===== src/rtl/codec_regs_pkg.sv =====
package codec_regs_pkg;

   typedef enum logic [1:0] {
      IK_PLAIN   = 2'd0,
      IK_WRONLY  = 2'd1,
      IK_RDONLY  = 2'd2,
      IK_VERSION = 2'd3
   } ind_kind_e;

   typedef enum logic [1:0] {
      DK_PLAIN   = 2'd0,
      DK_WINDOW  = 2'd1,
      DK_RDONLY  = 2'd2,
      DK_CONTROL = 2'd3
   } dir_kind_e;

   function automatic ind_kind_e ind_kind(input int idx, input int wo_idx,
                                          input int ro_a, input int ro_b,
                                          input int ver_idx);
      if (idx == wo_idx)                   return IK_WRONLY;
      else if (idx == ro_a || idx == ro_b) return IK_RDONLY;
      else if (idx == ver_idx)             return IK_VERSION;
      else                                 return IK_PLAIN;
   endfunction

   function automatic dir_kind_e dir_kind(input int idx, input int win_idx,
                                          input int ro_idx, input int ctl_idx);
      if (idx == win_idx)      return DK_WINDOW;
      else if (idx == ro_idx)  return DK_RDONLY;
      else if (idx == ctl_idx) return DK_CONTROL;
      else                     return DK_PLAIN;
   endfunction

endpackage


===== src/rtl/codec_addr_dec.sv =====
module codec_addr_dec #(
   parameter int ADDR_W    = 32,
   parameter int DATA_W    = 32,
   parameter int WIN_BITS  = 6,
   parameter int WIN_IDX   = 1,
   parameter int CTL_IDX   = 4,
   parameter int SRST_BIT  = 0,
   localparam int DIR_IDX_W = WIN_BITS - 2
) (
   input  logic                 req_valid,
   input  logic                 req_write,
   input  logic [ADDR_W-1:0]    req_addr,
   input  logic [DATA_W-1:0]    req_wdata,
   output logic [DIR_IDX_W-1:0] dir_idx,
   output logic                 rd_req,
   output logic                 wr_dir,
   output logic                 wr_win,
   output logic                 win_sel,
   output logic                 soft_rst
);

   logic wr_any;

   always_comb begin
      dir_idx  = req_addr[WIN_BITS-1:2];
      rd_req   = req_valid && !req_write;
      wr_any   = req_valid && req_write;
      win_sel  = (dir_idx == DIR_IDX_W'(WIN_IDX));
      wr_win   = wr_any && win_sel;
      wr_dir   = wr_any && !win_sel;
      soft_rst = wr_any && (dir_idx == DIR_IDX_W'(CTL_IDX)) && req_wdata[SRST_BIT];
   end

endmodule


===== src/rtl/codec_dir_bank.sv =====
module codec_dir_bank
   import codec_regs_pkg::*;
#(
   parameter int              DATA_W   = 32,
   parameter int              DIR_N    = 16,
   parameter int              WIN_IDX  = 1,
   parameter int              RO_IDX   = 2,
   parameter int              CTL_IDX  = 4,
   parameter int              PTR_IDX  = 0,
   parameter logic [DATA_W-1:0] CTL_MASK = 32'h0000_007F,
   localparam int             DIR_IDX_W = $clog2(DIR_N)
) (
   input  logic                 clk,
   input  logic                 rst_n,
   input  logic                 soft_rst,
   input  logic                 wr_en,
   input  logic [DIR_IDX_W-1:0] wr_idx,
   input  logic [DATA_W-1:0]    wr_data,
   input  logic [DIR_IDX_W-1:0] rd_idx,
   output logic [DATA_W-1:0]    rd_word,
   output logic [DATA_W-1:0]    ptr_word
);

   logic [DATA_W-1:0] view [DIR_N];

   for (genvar i = 0; i < DIR_N; i++) begin : g_word
      localparam dir_kind_e KIND = dir_kind(i, WIN_IDX, RO_IDX, CTL_IDX);
      logic hit;
      assign hit = wr_en && (wr_idx == DIR_IDX_W'(i));

      if (KIND == DK_WINDOW || KIND == DK_RDONLY) begin : g_const
         // No storage: window reads are diverted, read-only word is zero.
         assign view[i] = '0;
      end else if (KIND == DK_CONTROL) begin : g_ctl
         logic [DATA_W-1:0] q;
         always_ff @(posedge clk or negedge rst_n) begin
            if (!rst_n)
               q <= '0;
            else if (hit)
               q <= wr_data & CTL_MASK;
         end
         assign view[i] = q;
      end else begin : g_plain
         logic [DATA_W-1:0] q;
         always_ff @(posedge clk or negedge rst_n) begin
            if (!rst_n)
               q <= '0;
            else if (soft_rst)
               q <= '0;
            else if (hit)
               q <= wr_data;
         end
         assign view[i] = q;
      end
   end

   assign rd_word  = view[rd_idx];
   assign ptr_word = view[PTR_IDX];

endmodule


===== src/rtl/codec_ind_bank.sv =====
module codec_ind_bank
   import codec_regs_pkg::*;
#(
   parameter int               IND_W    = 8,
   parameter int               IND_N    = 32,
   parameter int               WO_IDX   = 3,
   parameter int               RO_A     = 11,
   parameter int               RO_B     = 25,
   parameter int               VER_IDX  = 12,
   parameter logic [IND_W-1:0] VER_BASE = 8'h8A,
   parameter logic [IND_W-1:0] VER_KEEP = 8'h40,
   parameter int               ID_IDX   = 25,
   parameter logic [IND_W-1:0] ID_CODE  = 8'hA0,
   localparam int              IDX_W    = $clog2(IND_N)
) (
   input  logic             clk,
   input  logic             rst_n,
   input  logic             soft_rst,
   input  logic             wr_en,
   input  logic [IDX_W-1:0] idx,
   input  logic [IND_W-1:0] wr_byte,
   output logic [IND_W-1:0] rd_byte
);

   logic [IND_W-1:0] view [IND_N];

   for (genvar i = 0; i < IND_N; i++) begin : g_cell
      localparam ind_kind_e KIND = ind_kind(i, WO_IDX, RO_A, RO_B, VER_IDX);
      localparam logic [IND_W-1:0] RST_VAL =
         (i == VER_IDX) ? VER_BASE : ((i == ID_IDX) ? ID_CODE : '0);
      logic hit;
      assign hit = wr_en && (idx == IDX_W'(i));

      if (KIND == IK_RDONLY) begin : g_ro
         assign view[i] = RST_VAL;
      end else begin : g_rw
         logic [IND_W-1:0] q;
         logic [IND_W-1:0] nxt;
         if (KIND == IK_VERSION) begin : g_ver
            assign nxt = (wr_byte & VER_KEEP) | VER_BASE;
         end else begin : g_std
            assign nxt = wr_byte;
         end
         always_ff @(posedge clk or negedge rst_n) begin
            if (!rst_n)
               q <= RST_VAL;
            else if (soft_rst)
               q <= RST_VAL;
            else if (hit)
               q <= nxt;
         end
         if (KIND == IK_WRONLY) begin : g_hide
            // Value is kept internally but never returned on reads.
            logic unused_q;
            assign unused_q = ^q;
            assign view[i]  = '0;
         end else begin : g_show
            assign view[i] = q;
         end
      end
   end

   assign rd_byte = view[idx];

endmodule


===== src/rtl/codec_regs.sv =====
module codec_regs
   import codec_regs_pkg::*;
#(
   parameter int ADDR_W   = 32,
   parameter int DATA_W   = 32,
   parameter int WIN_BITS = 6,
   parameter int DIR_N    = 16,
   parameter int IND_W    = 8,
   parameter int IND_N    = 32,
   parameter int PTR_IDX  = 0,
   parameter int WIN_IDX  = 1,
   parameter int RO_IDX   = 2,
   parameter int CTL_IDX  = 4,
   parameter int SRST_BIT = 0,
   parameter logic [DATA_W-1:0] CTL_MASK = 32'h0000_007F,
   parameter int WO_IDX   = 3,
   parameter int RO_A     = 11,
   parameter int RO_B     = 25,
   parameter int VER_IDX  = 12,
   parameter logic [IND_W-1:0] VER_BASE = 8'h8A,
   parameter logic [IND_W-1:0] VER_KEEP = 8'h40,
   parameter int ID_IDX   = 25,
   parameter logic [IND_W-1:0] ID_CODE  = 8'hA0,
   localparam int DIR_IDX_W = WIN_BITS - 2,
   localparam int IDX_W     = $clog2(IND_N)
) (
   input  logic              clk,
   input  logic              rst_n,
   input  logic              req_valid,
   input  logic              req_write,
   input  logic [ADDR_W-1:0] req_addr,
   input  logic [DATA_W-1:0] req_wdata,
   output logic              rsp_valid,
   output logic [DATA_W-1:0] rsp_rdata,
   output logic              irq_o
);

   // Elaboration-time parameter checks
   if (DIR_N != (1 << DIR_IDX_W)) begin : g_bad_dir
      $error("DIR_N must equal 2**(WIN_BITS-2)");
   end
   if (IND_N != (1 << IDX_W)) begin : g_bad_ind
      $error("IND_N must be a power of two");
   end
   if (DATA_W < IND_W || DATA_W < IDX_W) begin : g_bad_w
      $error("DATA_W too narrow for indirect data or index");
   end
   if (ADDR_W < WIN_BITS) begin : g_bad_a
      $error("ADDR_W must cover the decoded window");
   end
   if (WO_IDX >= IND_N || RO_A >= IND_N || RO_B >= IND_N ||
       VER_IDX >= IND_N || ID_IDX >= IND_N) begin : g_bad_iidx
      $error("indirect special index out of range");
   end
   if (WIN_IDX >= DIR_N || RO_IDX >= DIR_N || CTL_IDX >= DIR_N ||
       PTR_IDX >= DIR_N || SRST_BIT >= DATA_W) begin : g_bad_didx
      $error("direct special index out of range");
   end

   logic [DIR_IDX_W-1:0] dir_idx;
   logic                 rd_req;
   logic                 wr_dir;
   logic                 wr_win;
   logic                 win_sel;
   logic                 soft_rst;
   logic [DATA_W-1:0]    dir_word;
   logic [DATA_W-1:0]    ptr_word;
   logic [IDX_W-1:0]     ind_ptr;
   logic [IND_W-1:0]     ind_byte;
   logic [DATA_W-1:0]    rd_mux;

   codec_addr_dec #(
      .ADDR_W   (ADDR_W),
      .DATA_W   (DATA_W),
      .WIN_BITS (WIN_BITS),
      .WIN_IDX  (WIN_IDX),
      .CTL_IDX  (CTL_IDX),
      .SRST_BIT (SRST_BIT)
   ) u_dec (
      .req_valid (req_valid),
      .req_write (req_write),
      .req_addr  (req_addr),
      .req_wdata (req_wdata),
      .dir_idx   (dir_idx),
      .rd_req    (rd_req),
      .wr_dir    (wr_dir),
      .wr_win    (wr_win),
      .win_sel   (win_sel),
      .soft_rst  (soft_rst)
   );

   codec_dir_bank #(
      .DATA_W   (DATA_W),
      .DIR_N    (DIR_N),
      .WIN_IDX  (WIN_IDX),
      .RO_IDX   (RO_IDX),
      .CTL_IDX  (CTL_IDX),
      .PTR_IDX  (PTR_IDX),
      .CTL_MASK (CTL_MASK)
   ) u_dir (
      .clk      (clk),
      .rst_n    (rst_n),
      .soft_rst (soft_rst),
      .wr_en    (wr_dir),
      .wr_idx   (dir_idx),
      .wr_data  (req_wdata),
      .rd_idx   (dir_idx),
      .rd_word  (dir_word),
      .ptr_word (ptr_word)
   );

   assign ind_ptr = ptr_word[IDX_W-1:0];

   codec_ind_bank #(
      .IND_W    (IND_W),
      .IND_N    (IND_N),
      .WO_IDX   (WO_IDX),
      .RO_A     (RO_A),
      .RO_B     (RO_B),
      .VER_IDX  (VER_IDX),
      .VER_BASE (VER_BASE),
      .VER_KEEP (VER_KEEP),
      .ID_IDX   (ID_IDX),
      .ID_CODE  (ID_CODE)
   ) u_ind (
      .clk      (clk),
      .rst_n    (rst_n),
      .soft_rst (soft_rst),
      .wr_en    (wr_win),
      .idx      (ind_ptr),
      .wr_byte  (req_wdata[IND_W-1:0]),
      .rd_byte  (ind_byte)
   );

   always_comb begin
      if (win_sel)
         rd_mux = {{(DATA_W-IND_W){1'b0}}, ind_byte};
      else
         rd_mux = dir_word;
   end

   always_ff @(posedge clk or negedge rst_n) begin
      if (!rst_n) begin
         rsp_valid <= 1'b0;
         rsp_rdata <= '0;
      end else begin
         rsp_valid <= rd_req;
         if (rd_req)
            rsp_rdata <= rd_mux;
      end
   end

   assign irq_o = 1'b0;

endmodule


===== config.mk =====
export PLATFORM = sky130hd
export DESIGN_NAME = codec_regs
export DESIGN_NICKNAME = d
export VERILOG_FILES = /design/src/rtl/codec_regs_pkg.sv /design/src/rtl/codec_addr_dec.sv /design/src/rtl/codec_dir_bank.sv /design/src/rtl/codec_ind_bank.sv /design/src/rtl/codec_regs.sv
export SDC_FILE = /design/constraint.sdc
export NUM_CORES = 1
export LEC_CHECK = 0
export ABC_AREA = 1
export CAP_MARGIN = 20
export CELL_PAD_IN_SITES_DETAIL_PLACEMENT = 1
export CELL_PAD_IN_SITES_GLOBAL_PLACEMENT = 1
export CORE_MARGIN = 1.5
export CORE_UTILIZATION = 47
export DETAILED_ROUTE_END_ITERATION = 6
export GPL_ROUTABILITY_DRIVEN = 0
export PLACE_DENSITY_LB_ADDON = 0.1
export SLEW_MARGIN = 0
export SYNTH_ARGS = -nofsm -noshare
export SYNTH_HDL_FRONTEND = slang
export SYNTH_SLANG_ARGS = --single-unit

===== constraint.sdc =====
create_clock -name clk -period 2.1 [get_ports clk]
set_input_delay 0.315 -clock clk [delete_from_list [all_inputs] [get_ports clk]]
set_output_delay 0.315 -clock clk [all_outputs]
set_load 0.005 [all_outputs]

==> results_dict.tcl <==
set metrics [dict create \
    utilization_pct 57.9 \
    setup_viol 0 \
    rsz0062_at_grt "true" \
    vias_per_cell 5.79 \
    synthTopCellsByCount "1414 x nand2_1, 681 x dfrtp_1, 607 x o21ai_0" \
    yosys_warnings 0 \
    drt-initial-drc-count 1913 \
    total_power_w 0.0386 \
    synth_edf_count 0 \
    wl_per_cell_um 22.4 \
    numCtsBuffers 76 \
    ctsLongestPathBuffers 3 \
    fin_skew_ps 16.2 \
    crit_path_end_kind "flip-flop" \
    grt_pass1_vias 28500 \
    wirelength_um 103000 \
    area_growth_pct 22.1 \
    yosysTopAreaCellShare_pct 57.2 \
    drv_slew 0 \
    setup_tns_ps 0 \
    drt_first_pass_iters 5 \
    grt_pass1_wl_um 163000 \
    nFillCells 7300 \
    critPathKind "flip-flop to flip-flop" \
    synth-seq-area-share_pct 57.2 \
    die_w_um 255 \
    yosys.area_share.simple_pct 22.0 \
    cts_num_sinks 681 \
    register_area_um2 17000 \
    final_nets 3778 \
    synth_top_family_by_area "simple AND/OR/NAND/NOR gates" \
    synth-compound-area-share_pct 16.1 \
    finalCritPeriodShare_pct 99.0 \
    num_io_pins 102 \
    dpl.hpwl_um 67500 \
    synth_mux_area_share_pct 0 \
    cp-start-kind "flip-flop" \
    syn_inst 3546 \
    synth-xor-area-share_pct 0 \
    hold_violations 0 \
    fp.dieArea_um2 64900 \
    period_minus_slack_ps 2080 \
    grt_max_degree 83 \
    slew_headroom_pct 54.1 \
    crit_fanout 20 \
    yosysMostFrequentCell "nand2_1" \
    worst_slew_pin_slew_ps 688 \
    drive_above_1_share_pct 12.2 \
    clkTransAtPathRegs_ps 60 \
    multi_input_area_um2 11500 \
    fp.dieH_um 255 \
    ys_ff_latch 681 \
    leakage_nw 17.3 \
    core_area_um2 62900 \
    grt_overflow_total 0 \
    clk_latency_ps 630 \
    synthArstFlopShare_pct 100 \
    yosysUniqueCellTypes 34 \
    drtAntennaViolNets 0 \
    drc 0 \
    via_count 26700 \
    cts-htree-levels 3 \
    cts_tree "done" \
    hold-worst-slack_ps 90.1 \
    outcome "completed" \
    n_antenna_cell 0 \
    hold_class "input pin to async pin" \
    required_ps 2620 \
    syn_nets 3614 \
    yosysTopAreaCell "dfrtp_1" \
    synth.cell_area_um2 29800 \
    max_clock_freq_mhz 481 \
    ir_worst_vdd_mv 0.646 \
    synthFlopType "dfrtp_1" \
    cts_root_buf "clkbuf_16" \
    worstPathArrival_ps 2600 \
    track_usage_pct 32.5 \
    synthAdderAreaFrac_pct 0 \
    drv_cap 0 \
    synthTopCellsByArea "dfrtp_1 57%, nand2_1 18%, o21ai_0 10%, a22oi_1 2.7%, clkbuf_1 1.9%" \
    start_util_pct 47.4 \
    port_buffers 72 \
    syn_avg_cell_area_um2 8.40 \
    rows 92 \
    power.density_nw_per_um2 1060 \
    antenna_found_initial 2 \
]
## final timing paths
path | from | end | slack, ps | cells after the start
worst min register to register | rsp_rdata[29] | rsp_rdata[29] | 480 | 2
max in group asynchronous | rst_n | u_dir.g_word[15].g_plain.q[20] | 1110 | 4
worst max-delay path | u_dir.ptr_word[0] | rsp_rdata[0] | 20 | 13
worst max register to register | u_dir.ptr_word[0] | rsp_rdata[0] | 20 | 13
min in group clk | req_wdata[4] | u_dir.g_word[4].g_ctl.q[4] | 440 | 3
worst min-delay path | rst_n | u_ind.g_cell[20].g_rw.q[0] | 90 | 2
## cell families (layout without fill, tap and decap cells)
logic type      count (synthesis)  after routing
simple gates                 1671           1671
compound gates                861            861
flops                         681            681
buf+inv                       332            554
other cells                     1              1
## stage by stage
stage	std cells	area (um^2)	setup WS, ps
global route	4614	36400	-57.3
floorplan	3546	29800	394
finish	4614	36400	20.9
global placement	4475	33700	-483
CTS	4612	36300	3.07
detailed placement	4475	33700	-612
## state kept, by name (all words and copies together) (netlist names)
signal / cells
rsp_rdata: 32
rsp_valid: 1
u_dir.g_word.g_ctl.q: 7
u_dir.g_word.g_plain.q: 384
u_dir.ptr_word: 32
u_ind.g_cell.g_rw.q: 225
## cell usage in the layout, fill, tap and decap left out, types with 10 or more instances in the layout
| cell | count |
|---|---|
| nand2_1 | 1411 |
| dfrtp_1 | 679 |
| o21ai_0 | 606 |
| buf_4 | 182 |
| a22oi_1 | 108 |
| buf_12 | 94 |
| nor2_1 | 90 |
| nand3_1 | 83 |
| clkbuf_16 | 78 |
| o21ai_1 | 74 |
| clkdlybuf4s50_1 | 71 |
| inv_1 | 56 |
| nand4_1 | 46 |
| a21oi_1 | 35 |
| clkbuf_1 | 20 |
| clkbuf_8 | 18 |
| nor2_4 | 14 |
| nor2_2 | 13 |
| a31oi_1 | 12 |
| a21oi_4 | 10 |
| clkinv_2 | 10 |
## power breakdown
| group | total, W | internal, W | switching (W) |
|---|---|---|---|
| sequential | 0.0175 | 0.0159 | 0.00166 |
| clock | 0.0136 | 0.00808 | 0.00553 |
| combinational | 0.00744 | 0.00289 | 0.00455 |
| total | 0.0386 | 0.0268 | 0.0117 |
## layout make-up
class,instances,area share [%]
Timing Repair Buffer,349,10.9
Sequential cell,681,46.8
Multi-Input combinational cell,2533,31.6
Clock inverter,20,0.698
Inverter,69,0.739
Clock buffer,116,6.25
Tap cell,846,2.91
## repair_timing
item / 4_1_cts / 5_1_grt
setup endpoints to repair: 69 / 76
hold buffers: 1 / 0
pin swaps: 0 / 1
hold endpoints to repair: 302 / 0
buffers inserted: 0 / 2
resized for setup: 5 / 23
## per-layer routing
layer | share of wire (%) | track usage (%) | vias to the layer above
met2 | 48 | 52.7 | 714
met5 | 0 | 0 | -
met1 | 44 | 45.0 | 13900
li1 | - | - | 12000
met4 | 2.9 | 10.4 | 0
met3 | 5.3 | 4.86 | 193
## critical path, stage by stage (launching register included)
cell	delay [ps]
dfrtp_2	460
buf_12	160
nand2_1	70
inv_1	100
buf_12	170
buf_4	180
a22oi_1	210
nand2_1	100
nand2_1	70
nand2_1	50
inv_1	100
nand3_4	130
nand2_1	90
nand2_1	50
(Power assumes the default switching activity.)
